[config.mk]
export PLATFORM = sky130hd
export DESIGN_NAME = updn_cascade_counter
export DESIGN_NICKNAME = d
export VERILOG_FILES = /design/src/rtl/updn_pkg.sv /design/src/rtl/updn_toggle_mask.sv /design/src/rtl/updn_slice.sv /design/src/rtl/updn_cascade_counter.sv
export SDC_FILE = /design/constraint.sdc
export NUM_CORES = 1
export LEC_CHECK = 0
export ABC_AREA = 1
export BUFFER_PORTS_ARGS = -buffer_cell sky130_fd_sc_hd__buf_2
export CAP_MARGIN = 30
export CORE_MARGIN = 4
export CORE_UTILIZATION = 45
export DETAILED_ROUTE_END_ITERATION = 7
export GPL_ROUTABILITY_DRIVEN = 0
export PLACE_DENSITY = 0.72
export SLEW_MARGIN = 20
export SYNTH_ARGS = -nofsm -noshare
export SYNTH_HDL_FRONTEND = slang
export SYNTH_SLANG_ARGS = --single-unit
[constraint.sdc]
create_clock -name clk -period 1.6 [get_ports clk]
set_input_delay 0.32 -clock clk [delete_from_list [all_inputs] [get_ports clk]]
set_output_delay 0.32 -clock clk [all_outputs]
set_load 0.02 [all_outputs]
[src/rtl/updn_pkg.sv]
package updn_pkg;
    typedef enum logic {
        DIR_DOWN = 1'b0,
        DIR_UP   = 1'b1
    } count_dir_e;
endpackage

[src/rtl/updn_toggle_mask.sv]
module updn_toggle_mask #(
    parameter int SLICE_W = 4
) (
    input  logic [SLICE_W-1:0] q,
    input  updn_pkg::count_dir_e dir,
    output logic [SLICE_W-1:0] tmask,
    output logic               term
);
    // Bit 0 always toggles. Bit i toggles when all lower bits are at the
    // direction's terminal level: ones going up, zeros going down.
    assign tmask[0] = 1'b1;
    generate
        for (genvar i = 1; i < SLICE_W; i++) begin : g_mask
            assign tmask[i] = (dir == updn_pkg::DIR_UP) ? (&q[i-1:0]) : ~(|q[i-1:0]);
        end
    endgenerate

    assign term = (dir == updn_pkg::DIR_UP) ? (&q) : ~(|q);
endmodule

[src/rtl/updn_slice.sv]
module updn_slice #(
    parameter int SLICE_W = 4
) (
    input  logic               clk,
    input  logic               rst_n,
    input  logic               cnt_en,
    input  logic               dir_up,
    input  logic               load,
    input  logic [SLICE_W-1:0] preset,
    output logic [SLICE_W-1:0] q,
    output logic               roll
);
    typedef struct packed {
        logic [SLICE_W-1:0] q;
    } slice_state_t;

    slice_state_t       st_d, st_q;
    logic [SLICE_W-1:0] tmask;
    logic               term;
    updn_pkg::count_dir_e dir;

    assign dir = dir_up ? updn_pkg::DIR_UP : updn_pkg::DIR_DOWN;

    updn_toggle_mask #(.SLICE_W(SLICE_W)) mask_i (
        .q     (st_q.q),
        .dir   (dir),
        .tmask (tmask),
        .term  (term)
    );

    always_comb begin
        st_d = st_q;
        if (load) begin
            st_d.q = preset;
        end else if (cnt_en) begin
            st_d.q = st_q.q ^ tmask;
        end
    end

    always_ff @(posedge clk or negedge rst_n) begin
        if (!rst_n) st_q <= '0;
        else        st_q <= st_d;
    end

    assign q    = st_q.q;
    assign roll = cnt_en & term & ~load;

    assert_inc_R1: assert property (@(posedge clk) disable iff (!rst_n)
        (cnt_en && dir_up && !load) |=> (q == SLICE_W'($past(q) + 1'b1)));

    assert_dec_R2: assert property (@(posedge clk) disable iff (!rst_n)
        (cnt_en && !dir_up && !load) |=> (q == SLICE_W'($past(q) - 1'b1)));

    assert_hold_R3: assert property (@(posedge clk) disable iff (!rst_n)
        (!cnt_en && !load) |=> $stable(q));

    assert_roll_needs_en_R4: assert property (@(posedge clk) disable iff (!rst_n)
        roll |-> cnt_en);

    assert_load_R6: assert property (@(posedge clk) disable iff (!rst_n)
        load |=> (q == $past(preset)));

    assert_no_roll_on_load_R7: assert property (@(posedge clk) disable iff (!rst_n)
        load |-> !roll);
endmodule

[src/rtl/updn_cascade_counter.sv]
module updn_cascade_counter #(
    parameter int SLICE_W    = 4,
    parameter int NUM_SLICES = 5
) (
    input  logic                          clk,
    input  logic                          rst_n,
    input  logic                          cnt_en,
    input  logic                          dir_up,
    input  logic                          load,
    input  logic [SLICE_W*NUM_SLICES-1:0] preset,
    output logic [SLICE_W*NUM_SLICES-1:0] count,
    output logic                          carry_out
);
    localparam int TOTAL_W = SLICE_W * NUM_SLICES;
    localparam logic [TOTAL_W-1:0] ALL_ONES = '1;

    // en_chain[k] enables slice k; en_chain[NUM_SLICES] is the final rollover.
    logic [NUM_SLICES:0] en_chain;

    assign en_chain[0] = cnt_en;

    generate
        for (genvar k = 0; k < NUM_SLICES; k++) begin : g_slice
            updn_slice #(.SLICE_W(SLICE_W)) slice_i (
                .clk    (clk),
                .rst_n  (rst_n),
                .cnt_en (en_chain[k]),
                .dir_up (dir_up),
                .load   (load),
                .preset (preset[k*SLICE_W +: SLICE_W]),
                .q      (count[k*SLICE_W +: SLICE_W]),
                .roll   (en_chain[k+1])
            );
        end
    endgenerate

    assign carry_out = en_chain[NUM_SLICES];

    assert_wrap_up_R8: assert property (@(posedge clk) disable iff (!rst_n)
        (cnt_en && dir_up && !load && count == ALL_ONES) |=> (count == '0));

    assert_wrap_down_R8: assert property (@(posedge clk) disable iff (!rst_n)
        (cnt_en && !dir_up && !load && count == '0) |=> (count == ALL_ONES));

    assert_chain_step_R5: assert property (@(posedge clk) disable iff (!rst_n)
        (cnt_en && dir_up && !load && count != ALL_ONES) |=> (count == TOTAL_W'($past(count) + 1'b1)));
endmodule

; ---- Word level (Yosys, flattened, before mapping)
; Cells that the tools add are included.
[word_totals]
register_bits = 20
input_bits = 25
out_inout_bits = 21
word_cells = 107
[classes]
mux = 31
bitwise_logic = 36
reduce_logical = 35
[ops]
columns = operator, n
row1 = 4-bit 2-to-1 mux, 10
row2 = 1-bit 2-to-1 mux, 21
row3 = 1-bit inverter, 21
row4 = 4-bit AND reduction, 5
row5 = 4-bit OR reduction, 5
row6 = 4-bit bitwise XOR, 5
row7 = 3-bit AND reduction, 5
row8 = 3-bit OR reduction, 5
row9 = 1-bit bitwise AND, 10
row10 = 2-bit AND reduction, 5
row11 = 2-bit nonzero test, 5
row12 = 2-bit OR reduction, 5

; ---- Logic depth before layout (Yosys ltp)
; Gate-level depths: netlist of the first run.
[depth]
ltp_word = 13
ltp_mapped = 11
depth_no_buf = 10

; ---- By module
; Synthesis of the first run repeated with hierarchy kept, for this count alone.
[unflattened]
hier_cells = 320
area_unflattened_um2 = 1751.7
[by_module_without_submodules]
columns = module, instances, cells_per_inst, area_per_inst_um2, seq_area_each_um2
row1 = updn_slice, 5, 45, 264.0, 100.1
row2 = updn_toggle_mask, 5, 19, 86.3, 0.0

; ---- Worst setup path before layout of the first run
; No wires, ideal clock.
[synth_path]
path_kind = register to output
startpoint = register g_slice[1].slice_i.st_q (netlist bit g_slice[1].slice_i.q[0])
endpoint = output carry_out
arrival_ps = 1488
t_required_ps = 1280
slack_ps = -208
path_stages_with_launch = 8
path_buffers = 0
cell_sequence = dfrtp_1 > nor2_1 > nand3_1 > nand2_1 > nand2_1 > nor2_8 > nand3_2 > nor2_1
[synth_between]
elab_chain_cells = 11
word_cells_on_any_way = 12
classes_between = mux: 1 / bitwise: 9 / reduce/logical: 2
[synth_rtl]
columns = item, line_no
row1 = "start, declared", updn_slice.sv:17  ; slice_state_t st_d, st_q;
row2 = "start signal, assigned", updn_slice.sv:42  ; else st_q <= st_d;
row3 = 4-bit OR reduction, updn_toggle_mask.sv:18  ; assign term = (dir == updn_pkg::DIR_UP) ? (&q) : ~(|q);
row4 = 1-bit inverter, updn_toggle_mask.sv:18
row5 = 1-bit 2-to-1 mux *, updn_toggle_mask.sv:18
row6 = 1-bit bitwise AND * (8 in series), updn_slice.sv:46  ; assign roll = cnt_en & term & ~load;
row7 = "end, declared", updn_cascade_counter.sv:12  ; output logic carry_out
; Every way passes the cells marked *; elsewhere a longest branch is shown, timed or not.

; ---- Worst setup path in the final report of the first run
[layout_path]
startpoint = register g_slice[1].slice_i.st_q (netlist bit g_slice[1].slice_i.q[1])
endpoint = output carry_out
; The elaborated chain is that of the path after synthesis.

==> results of run 1 <==
-- logic make-up after synthesis --
| family | share of synthesized area |
|---|---|
| compound gates | 0.126 |
| flops | 0.336 |
| buf+inv | 0.0799 |
| mux | 0.00673 |
| xor+xnor | 0.0530 |
| simple gates | 0.398 |
-- per-stage QoR --
stage | setup TNS [ns] | std cells | hold slack (ns)
final | -0.296 | 357 | 0.195
after global routing | -0.445 | 357 | 0.195
after CTS | -0.293 | 353 | 0.199
after detailed placement | -0.150 | 341 | 0.301
after global placement | -0.125 | 341 | 0.299
after floorplan | 0 | 221 | 0.0244
-- layout make-up --
type	count	area, µm²
Clock buffer	3	22.5
Multi-Input combinational cell	174	922
Inverter	21	78.8
Clock inverter	1	30.0
Tap cell	44	55.1
Timing Repair Buffer	94	619
Fill cell	280	868
Sequential cell	20	507
-- worst max-delay path, delay by kind of cell, from the launching register on --
kind	cells	cell delay, ns
buffers and inverters	1	0.12
flip-flops	1	0.47
AND/OR/NAND/NOR	7	0.66
-- routing by layer --
metal / track usage / wire (µm) / part of all wire / vias to the layer above
met5: 0 / 0 / 0 / -
met1: 0.238 / 1760 / 0.43 / 804
met3: 0.0222 / 196 / 0.048 / 8
li1: - / - / - / 905
met2: 0.360 / 2100 / 0.51 / 44
met4: 0.0674 / 65 / 0.016 / 0
-- Yosys cell counts, drive strengths merged --
cell type,number,share of area
mux2i,1,0.0067
nand4,5,0.021
o221ai,2,0.012
inv,20,0.050
o211ai,6,0.030
nor2,19,0.066
clkinv,1,0.0025
o21ba,1,0.0067
o21ai,16,0.054
a21o,1,0.0050
a22oi,1,0.0050
xor2,7,0.041
clkbuf,2,0.0050
dfrtp,20,0.34
nand3,19,0.067
xnor2,2,0.012
buf,4,0.022
nand2,88,0.24
or2,2,0.0084
a21oi,4,0.013
-- power breakdown --
| group | leakage [nW] | switching, mW | internal (mW) |
|---|---|---|---|
| combinational | 0.969 | 0.426 | 0.366 |
| sequential | 0.239 | 0.0836 | 0.576 |
| clock | 0.0279 | 0.185 | 0.253 |
| total | 1.24 | 0.695 | 1.20 |
-- what timing repair did --
item / CTS / global route
pin swaps: 7 / 8
hold buffers: 1 / 0
resized for setup: 4 / 11
setup endpoints to repair: 1 / 6
endpoints found under the hold margin: 20 / 0
setup buffers: 7 / 4
-- worst paths after layout --
path | slack [ns] | to | from | depth (start not counted)
min in group asynchronous | 0.46 | g_slice[1].slice_i.q[3] | rst_n | 2
max reg2reg | 0.11 | g_slice[2].slice_i.q[1] | g_slice[0].slice_i.q[1] | 11
min | 0.20 | g_slice[0].slice_i.q[2] | preset[2] | 3
max in group asynchronous | 0.80 | g_slice[0].slice_i.q[0] | rst_n | 2
max | -0.30 | carry_out | g_slice[1].slice_i.q[1] | 8
min reg2reg | 0.60 | g_slice[4].slice_i.q[3] | g_slice[4].slice_i.q[3] | 2
==> results summary, run 1 <==
The number of violations reported at the end of detailed-routing iteration 0 came out at 87. In this run the tool buffered the top-level ports with 45 buffer cells. Between clock sinks in the finished design, the worst skew comes to 0.0178 ns.

The final worst-path cycle share is 1.19. The final setup violation count came out at 1. The final layout net count is 339.

Buffers inserted during clock tree synthesis total 3. The HPWL after detailed placement came out at approximately 3000 µm. The register with the most flip-flops in the layout has 20 of them. The max-slew violation total from the final report is 0.

The starting density of the core is 0.479. The run finished, with violations left. Relative to the synthesized area, the layout overhead comes to 50.2%. The post-detailed-route wirelength per cell came out at 11.6 µm. The source-to-sink clock delay at the later pin of the worst-skew pair came out at 0.32 ns.

No sink is reached through more buffers than the 2 on the longest clock path. The via count of the first global-routing pass came out at 1617. Summed over all layers, the routed wires come to roughly 4100 µm.

The final standard cell area without fillers came out at approximately 2200 µm². After layout, the minimum clock period comes to around 1.9 ns. The post-layout worst setup margin came out at -0.296 ns. The library cell appearing most often on the critical path is sky130_fd_sc_hd__nor2_4. Leaving out fill and tap cells, the most frequent cell in the layout is sky130_fd_sc_hd__nand2_1. The die covers approximately 4300 µm². After floorplanning, the core was sized to cover 3100 µm². The largest net degree at the start of global routing is 21. The gate count after technology mapping is approximately 220. The initial antenna violation count came out at 0. In this run the static leakage power is between 1 and 1.5 nW. The number of nets still failing antenna checks after routing came out at 0. The aggregate global routing overflow is 0.

The count of state elements after synthesis is 20. Measured along the x axis, the die boundary spans 65.5 µm. The tree is rooted in a sky130_fd_sc_hd__clkbuf_4. The worst supply voltage drop on vdd is 0.486 mV. Setup repair after global routing could not meet its margin everywhere.

At the pin with the least slew margin, the transition time is 0.474 ns. The register area share after synthesis is 0.336. The placement-stage worst setup slack came out at -0.150 ns.

At the worst endpoint, the required time is ~1.3 ns. The post-placement cell area is 2040 µm². Dividing the detail-routed via count by the number of cells gives roughly 4.9. The path class of the tightest hold or removal check is in2reg.

The top-level I/O count came out at 46. The global-route wire length before repair is 6710 µm. The endpoint arrival time on the critical path is 1.58 ns.

STA classifies the critical path startpoint as a flip-flop. The fraction of layout cells with a size suffix above 1 is 0.409. Leaving out fill and tap cells, the most frequent cells in the layout are sky130_fd_sc_hd__nand2_1 (80), sky130_fd_sc_hd__buf_4 (45), sky130_fd_sc_hd__buf_2 (43), sky130_fd_sc_hd__nand3_1 (17), sky130_fd_sc_hd__inv_1 (16). Yosys printed 0 warnings. The clock tree from TritonCTS is built. For this run, the detailed router's first-pass iteration total came to 4. The total nets after synthesis is 246.

The row count is 20. In the global route stage, overall resource usage came out at 0.198. The die boundary height came out at 65.5 µm.

The clock drives 20 sinks. The number of distinct standard cells referenced by the synthesized netlist is 29. The type of the setup path with the least slack is reg2out. In this run the tightest slew margin relative to its limit is 0.684.

The final number of hold-violating endpoints is 0. The maximum level of the CTS H-tree came out at 1. The total DRC errors in the routed layout is 0.

The power consumption is ~1.9 mW. 0 antenna diodes ended up in the layout. The power density over the cells came out at 846 nW/µm². For this run, the slowest stage of the critical path takes 0.47 ns.

After clock tree synthesis, the clock-pin slew on the worst setup and hold paths is 0.14 ns. The cell with the largest stage delay on the worst path is sky130_fd_sc_hd__dfrtp_2. In this run the worst path has a maximum fanout of 4. The final reports fail on negative setup slack. STA classifies the critical path endpoint as a primary output. Walking the worst path, the cells encountered are nor2_4 > nand3_2 > nand2_2 > nand2_4 > nor2_8 > nand3_4 > nor2_4 > buf_6. The maximum frequency from static timing analysis is 0.527 GHz. The end-of-flow core utilization is 0.720. The max capacitance violation total is 0. The total number of vias is 1761. The average cell area after synthesis is 6.73 µm². After synthesis the cells add up to 1490 µm².
(Power assumes the default switching activity.)
==> run 2: changes to the inputs <==
--- a/config.mk
+++ b/config.mk
@@ -10,9 +10,11 @@
 export CAP_MARGIN = 30
 export CORE_MARGIN = 4
 export CORE_UTILIZATION = 45
+export CTS_BUF_LIST = sky130_fd_sc_hd__clkbuf_8
 export DETAILED_ROUTE_END_ITERATION = 7
 export GPL_ROUTABILITY_DRIVEN = 0
 export PLACE_DENSITY = 0.72
+export REMOVE_ABC_BUFFERS = 1
 export SLEW_MARGIN = 20
 export SYNTH_ARGS = -nofsm -noshare
 export SYNTH_HDL_FRONTEND = slang
==> run 2 against run 1 <==
  * The flow still finishes with violations (negative setup slack)
  * Fmax up 2.3%
  * Via count down 4.5%
  * Sequential cell count unchanged
  * First-iteration DRC count down 39%
  * Sequential share of layout area up 1.4 points
  * Sequential power about the same
  * Die area unchanged
  * Critical path type unchanged
  * Highest routed layer unchanged
==> results summary, run 2 (synthesized netlist as in run 1, its figures left out) <==
The flow ran to the end, but the final reports show violations. The final reports fail on negative setup slack. The region available for standard cell placement spans 3100 µm². For this configuration, the core starts out at a cell density of 0.479. The average via count per standard cell is 4.89. The die covers about 4300 µm². Leaving out fill and tap cells, the most frequent cells in the layout are sky130_fd_sc_hd__nand2_1 (81), sky130_fd_sc_hd__buf_2 (44), sky130_fd_sc_hd__buf_4 (37), sky130_fd_sc_hd__dfrtp_1 (19), sky130_fd_sc_hd__nand3_1 (18). Counting stages on the worst path, the most repeated cell is sky130_fd_sc_hd__nand2_2.

The worst supply voltage drop on vdd is 0.468 mV. For this run, the post-layout net count is 327. The die boundary height is 65.5 µm.

The number of buffer and inverter instances along the worst setup path is 1. The total number of vias is 1682. The via count of the first global-routing pass is 1550.

The critical path crosses 9 cells after its start point. The clock network fraction of design power came out at 0.197. The kind of end point of the critical path is a primary output. The aggregate global routing overflow came out at 0. The critical path goes through nand2_2 > nor2_2 > nand2_1 > nand2_2 > nand2_4 > nor2_8 > nand3_4 > nor2_4 > buf_6. The horizontal die dimension came out at 65.5 µm.

The total net switching power is 641 µW. For this run, the slowest stage of the critical path takes 0.41 ns. Registers take ~500 µm². Internal power comes to 1.05 mW. The final-layout fill cell count is 290. The area growth from synthesis to final layout came out at 39.9%. The tightest slew margin relative to the limit is 0.686. The worst hold path belongs to the class in2async. The top-level I/O count came out at 46. The clock tree from TritonCTS is built. Setup repair after global routing could not meet its margin everywhere.

In the global route stage, overall resource usage came out at 0.192. The HPWL after detailed placement is just under 3000 µm. Of the total power, registers draw 0.390.

The number of buffers created by CTS came out at 3. After clock tree synthesis, the clock-pin slew on the worst setup and hold paths is 0.07 ns. The largest clock skew in the final design came out at 0.00442 ns. The row count came out at 20. Once layout is complete, the utilization of the core stands at 0.671. The type of the setup path with the least slack is reg2out.

The total DRC errors in the routed layout is 0. The total of buffers placed on input and output ports came out at 45. The fraction of layout cells with a size suffix above 1 came out at 0.363.

The power density over the cells came out at 813 nW/µm². The cell at the root of the clock tree is sky130_fd_sc_hd__clkbuf_8. The number of detailed-route iterations in the first pass came out at 4. Leaving out fill and tap cells, the most frequent cell in the layout is sky130_fd_sc_hd__nand2_1.

The worst hold-check slack came out at 0.00646 ns. The post-layout worst setup margin is -0.253 ns. Grouping stages by cell kind, the critical path spends the most delay in simple AND/OR/NAND/NOR gates.

The number of cells traversed by the worst register-to-register path came out at 11. The global-route wire length before repair is 6520 µm. The switching portion of total power came out at 0.379.

The number of violations reported at the end of detailed-routing iteration 0 came out at 53. The maximum level of the CTS H-tree is 1. The total number of clock tree sinks came out at 20. The initial antenna violation count came out at 0. At the worst endpoint, the required time is 1.28 ns. The endpoint arrival time on the critical path is 1.53 ns. The final worst-path cycle share came out at 1.16. The number of nets still failing antenna checks after routing came out at 0.

The antenna diode count came out at 0. The static power due to leakage is between 1 and 1.5 nW. The flip-flop count of the largest register after layout came out at 20. The final wirelength is between 3000 and 4000 µm. The clock passes through at most 2 buffers. The combined area of the multi-input logic cells is 896 µm².

The cell with the largest stage delay on the worst path is sky130_fd_sc_hd__dfrtp_1. The share of total power in combinational logic came out at 0.413. The startpoint class of the critical path is a flip-flop. After layout, the minimum clock period comes to roughly 1.9 ns. The max-slew violation total from the final report is 0. At the pin with the least slew margin, the transition time is 0.471 ns. The final setup violation count came out at 1. The max capacitance violation total came out at 0. After detailed routing, the average wire length per cell comes to about 11 µm. Based on the critical path, the design can be clocked at up to roughly 0.54 GHz.

The largest net degree at the start of global routing is 21. The final number of hold-violating endpoints came out at 0. At the later pin of the worst-skew pair, clock insertion delay measures 0.26 ns. In this run the worst path has a maximum fanout of 3.
run 2: cell count changes in the layout (fill, tap and decap cells not counted), sizes merged:
cell         before  now
buf              93   82
bufinv            1    0
dlygate4sd3       1    0
run 2: cell type report:
| type | instances | area share |
|---|---|---|
| repair buffers | 82 | 0.245 |
| flip-flops and latches | 20 | 0.241 |
| multi-input cells | 174 | 0.430 |
| inverters | 21 | 0.0379 |
| well taps | 44 | 0.0264 |
| clock buffers | 3 | 0.0198 |
run 2: through the flow:
stage	worst slack, ns	TNS (ns)	power, mW	area [µm²]	instances
finish	-0.253	-0.253	1.69	2080	344
global route	-0.359	-0.359	1.82	2080	344
CTS	-0.235	-0.235	1.68	2030	341
detailed placement	-0.144	-0.441	1.34	1980	337
global placement	-0.110	-0.137	1.33	1980	337
floorplan	-0.208	-0.208	1.05	1450	215
run 2: worst register-to-register path, delay by kind of cell, from the launching register on:
kind / cells / cell delay (ns)
AND/OR/NAND/NOR: 9 / 0.69
flip-flops: 1 / 0.41
buffers and inverters: 2 / 0.27
run 2: what timing repair did:
item	4_1_cts	5_1_grt
gates resized for setup	4	7
pin swaps	2	5
setup endpoints to repair	1	1
cloned	0	0
buffers inserted	1	3
hold buffers	0	0
run 2: final timing paths:
path                       slack, ns                       to               startpoint
max in group asynchronous       1.25  g_slice[3].slice_i.q[0]                    rst_n
setup / recovery               -0.25                carry_out  g_slice[0].slice_i.q[0]
min in group clk                0.27  g_slice[0].slice_i.q[2]                preset[2]
hold / removal                 0.006  g_slice[1].slice_i.q[0]                    rst_n
hold reg to reg                 0.58  g_slice[3].slice_i.q[2]  g_slice[3].slice_i.q[2]
setup reg to reg                0.12  g_slice[2].slice_i.q[3]  g_slice[0].slice_i.q[0]
run 2: layer usage:
layer  up-vias  global-route usage  wire (µm)
met5         -                   0          0
met4         0              0.0699         68
met1       765               0.236       1800
li1        876                   -          -
met3         6              0.0222        154
met2        35               0.341       1790
run 2: power groups by stage:
stage / Clock, mW / Combinational [mW] / Sequential (mW)
2_1_floorplan: 0 / 0.294 / 0.754
3_3_place_gp: 0 / 0.670 / 0.665
3_5_place_dp: 0 / 0.677 / 0.666
4_1_cts: 0.340 / 0.687 / 0.657
5_1_grt: 0.360 / 0.788 / 0.672
6_report: 0.333 / 0.700 / 0.659
